**src/rtl/irq_pkg.sv**
```systemverilog
package irq_pkg;
  localparam int unsigned ADDR_W = 3;

  typedef enum logic [ADDR_W-1:0] {
    A_PEND   = 3'd0,
    A_ENABLE = 3'd1,
    A_URGENT = 3'd2,
    A_POLAR  = 3'd3,
    A_MODE   = 3'd4,
    A_MASKED = 3'd5,
    A_VECTOR = 3'd6
  } reg_addr_e;
endpackage

```
**src/rtl/irq_sync.sv**
```systemverilog
module irq_sync #(
  parameter int unsigned N      = 32,
  parameter int unsigned STAGES = 2
) (
  input  logic         clk,
  input  logic         rst_n,
  input  logic [N-1:0] d_i,
  output logic [N-1:0] q_o
);
  logic [N-1:0] chain_q [STAGES];

  generate
    for (genvar s = 0; s < STAGES; s++) begin : g_stage
      logic [N-1:0] stage_d;
      if (s == 0) begin : g_first
        assign stage_d = d_i;
      end else begin : g_rest
        assign stage_d = chain_q[s-1];
      end
      always_ff @(posedge clk or negedge rst_n) begin
        if (!rst_n) chain_q[s] <= '0;
        else        chain_q[s] <= stage_d;
      end
    end
  endgenerate

  assign q_o = chain_q[STAGES-1];
endmodule

```
**src/rtl/irq_latch.sv**
```systemverilog
module irq_latch #(
  parameter int unsigned N = 32
) (
  input  logic         clk,
  input  logic         rst_n,
  input  logic [N-1:0] line_i,
  input  logic [N-1:0] pol_i,
  input  logic [N-1:0] mode_i,
  input  logic [N-1:0] clr_i,
  output logic [N-1:0] pend_o
);
  logic [N-1:0] act;
  logic [N-1:0] prev_q, prev_d;
  logic [N-1:0] pend_q, pend_d;
  logic [N-1:0] hit;

  always_comb begin
    act    = line_i ^ ~pol_i;
    hit    = (mode_i & act & ~prev_q) | (~mode_i & act);
    prev_d = act;
    pend_d = (pend_q & ~clr_i) | hit;
  end

  always_ff @(posedge clk or negedge rst_n) begin
    if (!rst_n) begin
      prev_q <= '0;
      pend_q <= '0;
    end else begin
      prev_q <= prev_d;
      pend_q <= pend_d;
    end
  end

  assign pend_o = pend_q;

  // an active level-mode line is pending on the following cycle
  a_r3_level_sets: assert property (@(posedge clk) disable iff (!rst_n)
    1'b1 |=> ((pend_q & $past(~mode_i & act)) == $past(~mode_i & act)));

  // an edge-mode bit rises only on a qualifying transition
  a_r4_edge_only: assert property (@(posedge clk) disable iff (!rst_n)
    1'b1 |=> ((pend_q & ~$past(pend_q) & $past(mode_i) & ~$past(act & ~prev_q)) == '0));

  // a cleared bit with no fresh event reads zero
  a_r5_clear: assert property (@(posedge clk) disable iff (!rst_n)
    1'b1 |=> ((pend_q & $past(clr_i & ~act)) == '0));
endmodule

```
**src/rtl/irq_prio.sv**
```systemverilog
module irq_prio #(
  parameter int unsigned N  = 32,
  parameter int unsigned IW = $clog2(N)
) (
  input  logic          clk,
  input  logic          rst_n,
  input  logic [N-1:0]  vec_i,
  output logic [IW-1:0] idx_o,
  output logic          valid_o
);
  always_comb begin
    idx_o   = '0;
    valid_o = 1'b0;
    for (int i = 0; i < N; i++) begin
      if (vec_i[i]) begin
        idx_o   = IW'(N - 1 - i);
        valid_o = 1'b1;
      end
    end
  end

  // reported line is pending and no lower-numbered line is
  a_r8_winner: assert property (@(posedge clk) disable iff (!rst_n)
    valid_o |-> (vec_i[N-1-int'(idx_o)] && ((vec_i >> (N-1-int'(idx_o))) == 1)));

  a_r8_none: assert property (@(posedge clk) disable iff (!rst_n)
    !valid_o |-> (vec_i == '0));
endmodule

```
**src/rtl/cascade_irq_ctrl.sv**
```systemverilog
module cascade_irq_ctrl
  import irq_pkg::*;
#(
  parameter int unsigned N = 32
) (
  input  logic              clk,
  input  logic              rst_n,
  input  logic [N-1:0]      irq_in,
  input  logic              bus_sel,
  input  logic              bus_we,
  input  logic [ADDR_W-1:0] bus_addr,
  input  logic [N-1:0]      bus_wdata,
  output logic [N-1:0]      bus_rdata,
  output logic              urgent_irq,
  output logic              normal_irq
);
  localparam int unsigned IW = $clog2(N);

  logic [N-1:0] en_q, en_d, urg_q, urg_d, pol_q, pol_d, mode_q, mode_d;
  logic [N-1:0] line_s, pend, clr, masked;
  logic [IW-1:0] win_idx;
  logic          win_valid;
  logic          wr;

  assign wr = bus_sel & bus_we;

  irq_sync #(.N(N), .STAGES(2)) u_sync (
    .clk(clk), .rst_n(rst_n), .d_i(irq_in), .q_o(line_s)
  );

  irq_latch #(.N(N)) u_latch (
    .clk(clk), .rst_n(rst_n), .line_i(line_s), .pol_i(pol_q),
    .mode_i(mode_q), .clr_i(clr), .pend_o(pend)
  );

  assign masked = pend & en_q;

  irq_prio #(.N(N), .IW(IW)) u_prio (
    .clk(clk), .rst_n(rst_n), .vec_i(masked), .idx_o(win_idx), .valid_o(win_valid)
  );

  always_comb begin
    en_d   = en_q;
    urg_d  = urg_q;
    pol_d  = pol_q;
    mode_d = mode_q;
    clr    = '0;
    if (wr) begin
      unique case (bus_addr)
        A_PEND:   clr    = bus_wdata;
        A_ENABLE: en_d   = bus_wdata;
        A_URGENT: urg_d  = bus_wdata;
        A_POLAR:  pol_d  = bus_wdata;
        A_MODE:   mode_d = bus_wdata;
        default:  ;
      endcase
    end
  end

  always_ff @(posedge clk or negedge rst_n) begin
    if (!rst_n) begin
      en_q   <= '0;
      urg_q  <= '0;
      pol_q  <= '1;
      mode_q <= '0;
    end else if (wr) begin
      en_q   <= en_d;
      urg_q  <= urg_d;
      pol_q  <= pol_d;
      mode_q <= mode_d;
    end
  end

  always_comb begin
    bus_rdata = '0;
    unique case (bus_addr)
      A_PEND:   bus_rdata = pend;
      A_ENABLE: bus_rdata = en_q;
      A_URGENT: bus_rdata = urg_q;
      A_POLAR:  bus_rdata = pol_q;
      A_MODE:   bus_rdata = mode_q;
      A_MASKED: bus_rdata = masked;
      A_VECTOR: begin
        bus_rdata[IW-1:0] = win_idx;
        bus_rdata[N-1]    = win_valid;
      end
      default:  bus_rdata = '0;
    endcase
  end

  assign urgent_irq = |(masked & urg_q);
  assign normal_irq = |(masked & ~urg_q);

  // each output implies a pending enabled line of its own group
  a_r7_urgent: assert property (@(posedge clk) disable iff (!rst_n)
    urgent_irq |-> ((pend & en_q & urg_q) != '0));

  a_r7_normal: assert property (@(posedge clk) disable iff (!rst_n)
    normal_irq |-> ((pend & en_q & ~urg_q) != '0));

  // a disabled line never drives an output
  a_r6_disabled_quiet: assert property (@(posedge clk) disable iff (!rst_n)
    (en_q == '0) |-> (!urgent_irq && !normal_irq));
endmodule

```
**config.mk**
```make
export PLATFORM = sky130hd
export DESIGN_NAME = cascade_irq_ctrl
export DESIGN_NICKNAME = d
export VERILOG_FILES = /design/src/rtl/irq_pkg.sv /design/src/rtl/irq_sync.sv /design/src/rtl/irq_latch.sv /design/src/rtl/irq_prio.sv /design/src/rtl/cascade_irq_ctrl.sv
export SDC_FILE = /design/constraint.sdc
export NUM_CORES = 1
export LEC_CHECK = 0
export ABC_AREA = 1
export BUFFER_PORTS_ARGS = -buffer_cell sky130_fd_sc_hd__buf_2
export CAP_MARGIN = 20
export CORE_ASPECT_RATIO = 1.5
export CORE_MARGIN = 2
export CORE_UTILIZATION = 60
export CTS_BUF_LIST = sky130_fd_sc_hd__clkbuf_8 sky130_fd_sc_hd__clkbuf_16
export DETAILED_ROUTE_END_ITERATION = 12
export PLACE_DENSITY = 0.81
export SYNTH_ARGS = -nofsm -noshare
export SYNTH_HDL_FRONTEND = slang
export SYNTH_SLANG_ARGS = --single-unit
```
**constraint.sdc**
```tcl
create_clock -name clk -period 5.4 [get_ports clk]
set_clock_uncertainty 0.15 [all_clocks]
set_input_delay 0.27 -clock clk [delete_from_list [all_inputs] [get_ports clk]]
set_output_delay 0.27 -clock clk [all_outputs]
set_load 0.01 [all_outputs]
```
==> run summary <==
The flow ran to the end, but the final reports show violations. The final reports fail on DRC. The top-level I/O count came out at 105. The post-place setup slack is 2.34 ns. For this block, the routed nets add up to 28000 um of wire. CTS built an H-tree with a depth of 1. The routability congestion estimate is 0.916. The final worst setup slack came out at 1.98 ns. Entering global routing, the biggest net connects 134 pins.

The transition time at the pin with the least slew margin came out at 1.02 ns. The number of library cell types mapped by synthesis is 33. The final cycle utilization of the critical path is 63.3%.

The initial standard-cell utilization of the core is 61.2%. The first-pass detailed-route iteration total is 10. Summed over all instances, the cell type with the most area after synthesis is sky130_fd_sc_hd__dfrtp_1. The die covers 18900 sq um. The tree is rooted in a sky130_fd_sc_hd__clkbuf_16.

The sum of negative setup slack is 0 ns. The final layout net count came out at 1370. The worst IR drop on VDD is 0.000288 V. The power per cell area came out at 413 nW/um^2.

The cell that appears most often on the critical path is sky130_fd_sc_hd__nand2_1. The site row count is 59. The number of nets handed over by synthesis was 1208. The final critical-path required period came out at 3.42 ns. The horizontal die dimension came out at 113 um.

The die is 167 um tall. STA classifies the critical path endpoint as an output pin. The number of post-CTS setup repair buffers is 0. After synthesis, the cell types taking the most area are sky130_fd_sc_hd__dfrtp_1 (53%), sky130_fd_sc_hd__nand2_1 (13%), sky130_fd_sc_hd__dfstp_2 (7.9%). STA classifies the critical path startpoint as a flop. The register area share after synthesis came out at 60.4%. During placement, the flow inserted port buffers numbering 104. STA puts the critical path data arrival time at 3.00 ns. The TritonCTS clock tree is built.

The required arrival time at the worst endpoint came out at 4.98 ns. The library cell used most frequently in the layout, excluding fill and tap cells, is sky130_fd_sc_hd__nand2_1. The core box area is 17400 sq um. The half-perimeter wire length after detailed placement came out at 17300 um. The peak clock frequency supported by timing came out at 292 MHz. The deepest clock path buffer count came out at 3. The critical path's slowest cell is sky130_fd_sc_hd__dfrtp_1. The leakage power is 6.00 nW. The worst hold path belongs to the class reg -> reg.

The final setup violation count came out at 0. The layout filler cell count is 1206. The initial antenna violation count came out at 0.

The post-detailed-route count of antenna-violating nets is 0. The CTS buffer count came out at 24. The share of layout cells above drive strength 1 came out at 15.9%.

The number of max-slew violations in the final report came out at 0. The routed wire length per instance is 18.3 um. The detailed-route vias per instance is 5.93.

The synthesized area per cell is 9.38 sq um. The via count of the first global-routing pass is 8904. The clock network latency to the later pin of the worst-skew pair is 0.52 ns.

The worst max-slew margin expressed relative to the limit came out at 31.5%. The maximum fanout along the worst path came out at 3. The remaining routing DRC violations is 8. The total routing resource utilization after global routing is 30.0%. The area share of the largest cell type after synthesis came out at 52.6%. In the layout the commonest cells are sky130_fd_sc_hd__nand2_1 (370), sky130_fd_sc_hd__dfrtp_1 (224), sky130_fd_sc_hd__o21ai_0 (137).

Setup repair after global routing left no endpoint under its margin. The number of violations of the max-capacitance limit came out at 0. The worst hold margin is 0.195 ns. The growth of design area from synthesis to finish is 22.0%. On the worst path, the slowest cell contributes a delay of 0.40 ns. The netlist area before placement came out at 10700 sq um.

The number of sinks on the clock net is 256. The count of warnings emitted by yosys came out at 0. Synthesis produced 1137 cells. The first-pass GRT wire length came out at 45300 um.

The number of design-rule violations left by the first detailed-router iteration came out at 884. The number of endpoints with negative hold slack in the final report came out at 0. 0 antenna diodes ended up in the layout. Synthesis inferred 256 register bits. The critical path is of the reg -> out type. The number of vias in the routed layout came out at 9073.

After clock tree synthesis, the clock-pin slew on the worst setup and hold paths is 0.06 ns. For this run the aggregate overflow at the end of global routing stands at 0.
-- worst max-delay path: cells and delay by family, from the launching register on --
kind	cells	cell delay (ns)
and+or+nand+nor	33	1.85
DFF	1	0.40
buffers and inverters	2	0.23
-- cell type report --
type | instances | area (sq um) | share of cell area (%)
clock buffer | 27 | 653 | 5.02
clock inverter | 17 | 278 | 2.14
inverter | 64 | 241 | 1.86
multi-input combinational | 774 | 3820 | 29.4
sequential | 256 | 6450 | 49.6
tap | 213 | 267 | 2.05
timing repair buffer | 179 | 1300 | 10.0
-- cells by family (layout without fill, tap and decap cells) --
| family | Yosys count | after routing | share of synthesized area, % |
|---|---|---|---|
| DFF | 256 | 256 | 60.4 |
| buffers and inverters | 107 | 287 | 3.94 |
| and+or+nand+nor | 478 | 478 | 18.6 |
| AOI/OAI and AO/OA | 264 | 264 | 14.4 |
| xor gates and xnor gates | 32 | 32 | 2.63 |
-- worst paths after layout --
| check | startpoint | endpoint | slack (ns) | cells past startpoint |
|---|---|---|---|---|
| setup / recovery | en_q[0] | bus_rdata[0] | 1.98 | 35 |
| hold / removal | u_sync.g_stage[1].stage_d[24] | u_sync.q_o[24] | 0.19 | 0 |
| setup reg to reg | pol_q[24] | u_latch.pend_o[24] | 4.28 | 3 |
| hold reg to reg | u_sync.g_stage[1].stage_d[24] | u_sync.q_o[24] | 0.19 | 0 |
| max in group asynchronous | rst_n | u_latch.prev_q[20] | 3.63 | 3 |
| min in group asynchronous | rst_n | u_sync.q_o[9] | 0.27 | 2 |
-- state kept, by name, summed over array words and instances (netlist names) --
register,cells
en_q,32
u_sync.q_o,32
mode_q,32
urg_q,32
u_sync.g_stage.stage_d,32
pol_q,32
u_latch.pend_o,32
u_latch.prev_q,32
-- power breakdown --
group / total, mW / switching (mW) / internal (mW) / leakage, nW
clock network: 1.97 / 0.720 / 1.25 / 0.479
registers: 2.48 / 0.242 / 2.24 / 2.96
logic: 0.919 / 0.550 / 0.368 / 2.56
total: 5.37 / 1.51 / 3.86 / 6.00
-- per-layer routing --
layer / vias up / wire length, um / GRT usage (%)
li1: 4144 / - / -
met1: 4380 / 10600 / 38.6
met2: 441 / 13800 / 50.2
met3: 108 / 2150 / 4.71
met4: 0 / 1370 / 14.2
met5: - / 0 / 0
-- through the flow --
stage               instance area, sq um  total power [mW]  utilization [%]  std cells
floorplan                          10700              3.04                -       1137
global placement                   11400              3.33             65.3       1419
detailed placement                 11400              3.37             65.5       1420
CTS                                13000              5.37             74.6       1529
global route                       13000              5.61             74.7       1530
finish                             13000              5.37             74.7       1530
-- what timing repair did --
action,in CTS,in global routing
hold endpoints to repair,272,0
resized for setup,0,0
hold buffers,65,0
-- cell usage after synthesis --
library cell,n
sky130_fd_sc_hd__nand2_1,374
sky130_fd_sc_hd__dfrtp_1,224
sky130_fd_sc_hd__o21ai_0,137
sky130_fd_sc_hd__inv_1,56
sky130_fd_sc_hd__clkbuf_1,41
sky130_fd_sc_hd__nor2_1,39
sky130_fd_sc_hd__o21ai_1,37
sky130_fd_sc_hd__dfstp_2,32
sky130_fd_sc_hd__xnor2_1,32
sky130_fd_sc_hd__a22oi_1,24
sky130_fd_sc_hd__nand3_1,22
sky130_fd_sc_hd__nand4_1,20
sky130_fd_sc_hd__o22ai_1,19
sky130_fd_sc_hd__a221oi_1,14
sky130_fd_sc_hd__nand2_4,11
sky130_fd_sc_hd__o211ai_1,10
sky130_fd_sc_hd__a21oi_1,8
sky130_fd_sc_hd__o2111ai_1,7
sky130_fd_sc_hd__nor4_1,6
sky130_fd_sc_hd__inv_2,5
sky130_fd_sc_hd__nor3_1,4
sky130_fd_sc_hd__a32o_1,2
sky130_fd_sc_hd__clkinv_1,2
sky130_fd_sc_hd__nand2_2,2
sky130_fd_sc_hd__a22o_1,1
sky130_fd_sc_hd__a31oi_1,1
sky130_fd_sc_hd__buf_6,1
sky130_fd_sc_hd__clkbuf_8,1
sky130_fd_sc_hd__clkinv_2,1
sky130_fd_sc_hd__o2111a_1,1
sky130_fd_sc_hd__o221ai_1,1
sky130_fd_sc_hd__o31ai_1,1
sky130_fd_sc_hd__o41ai_1,1
No activity file was read; power rests on OpenSTA's default activity.
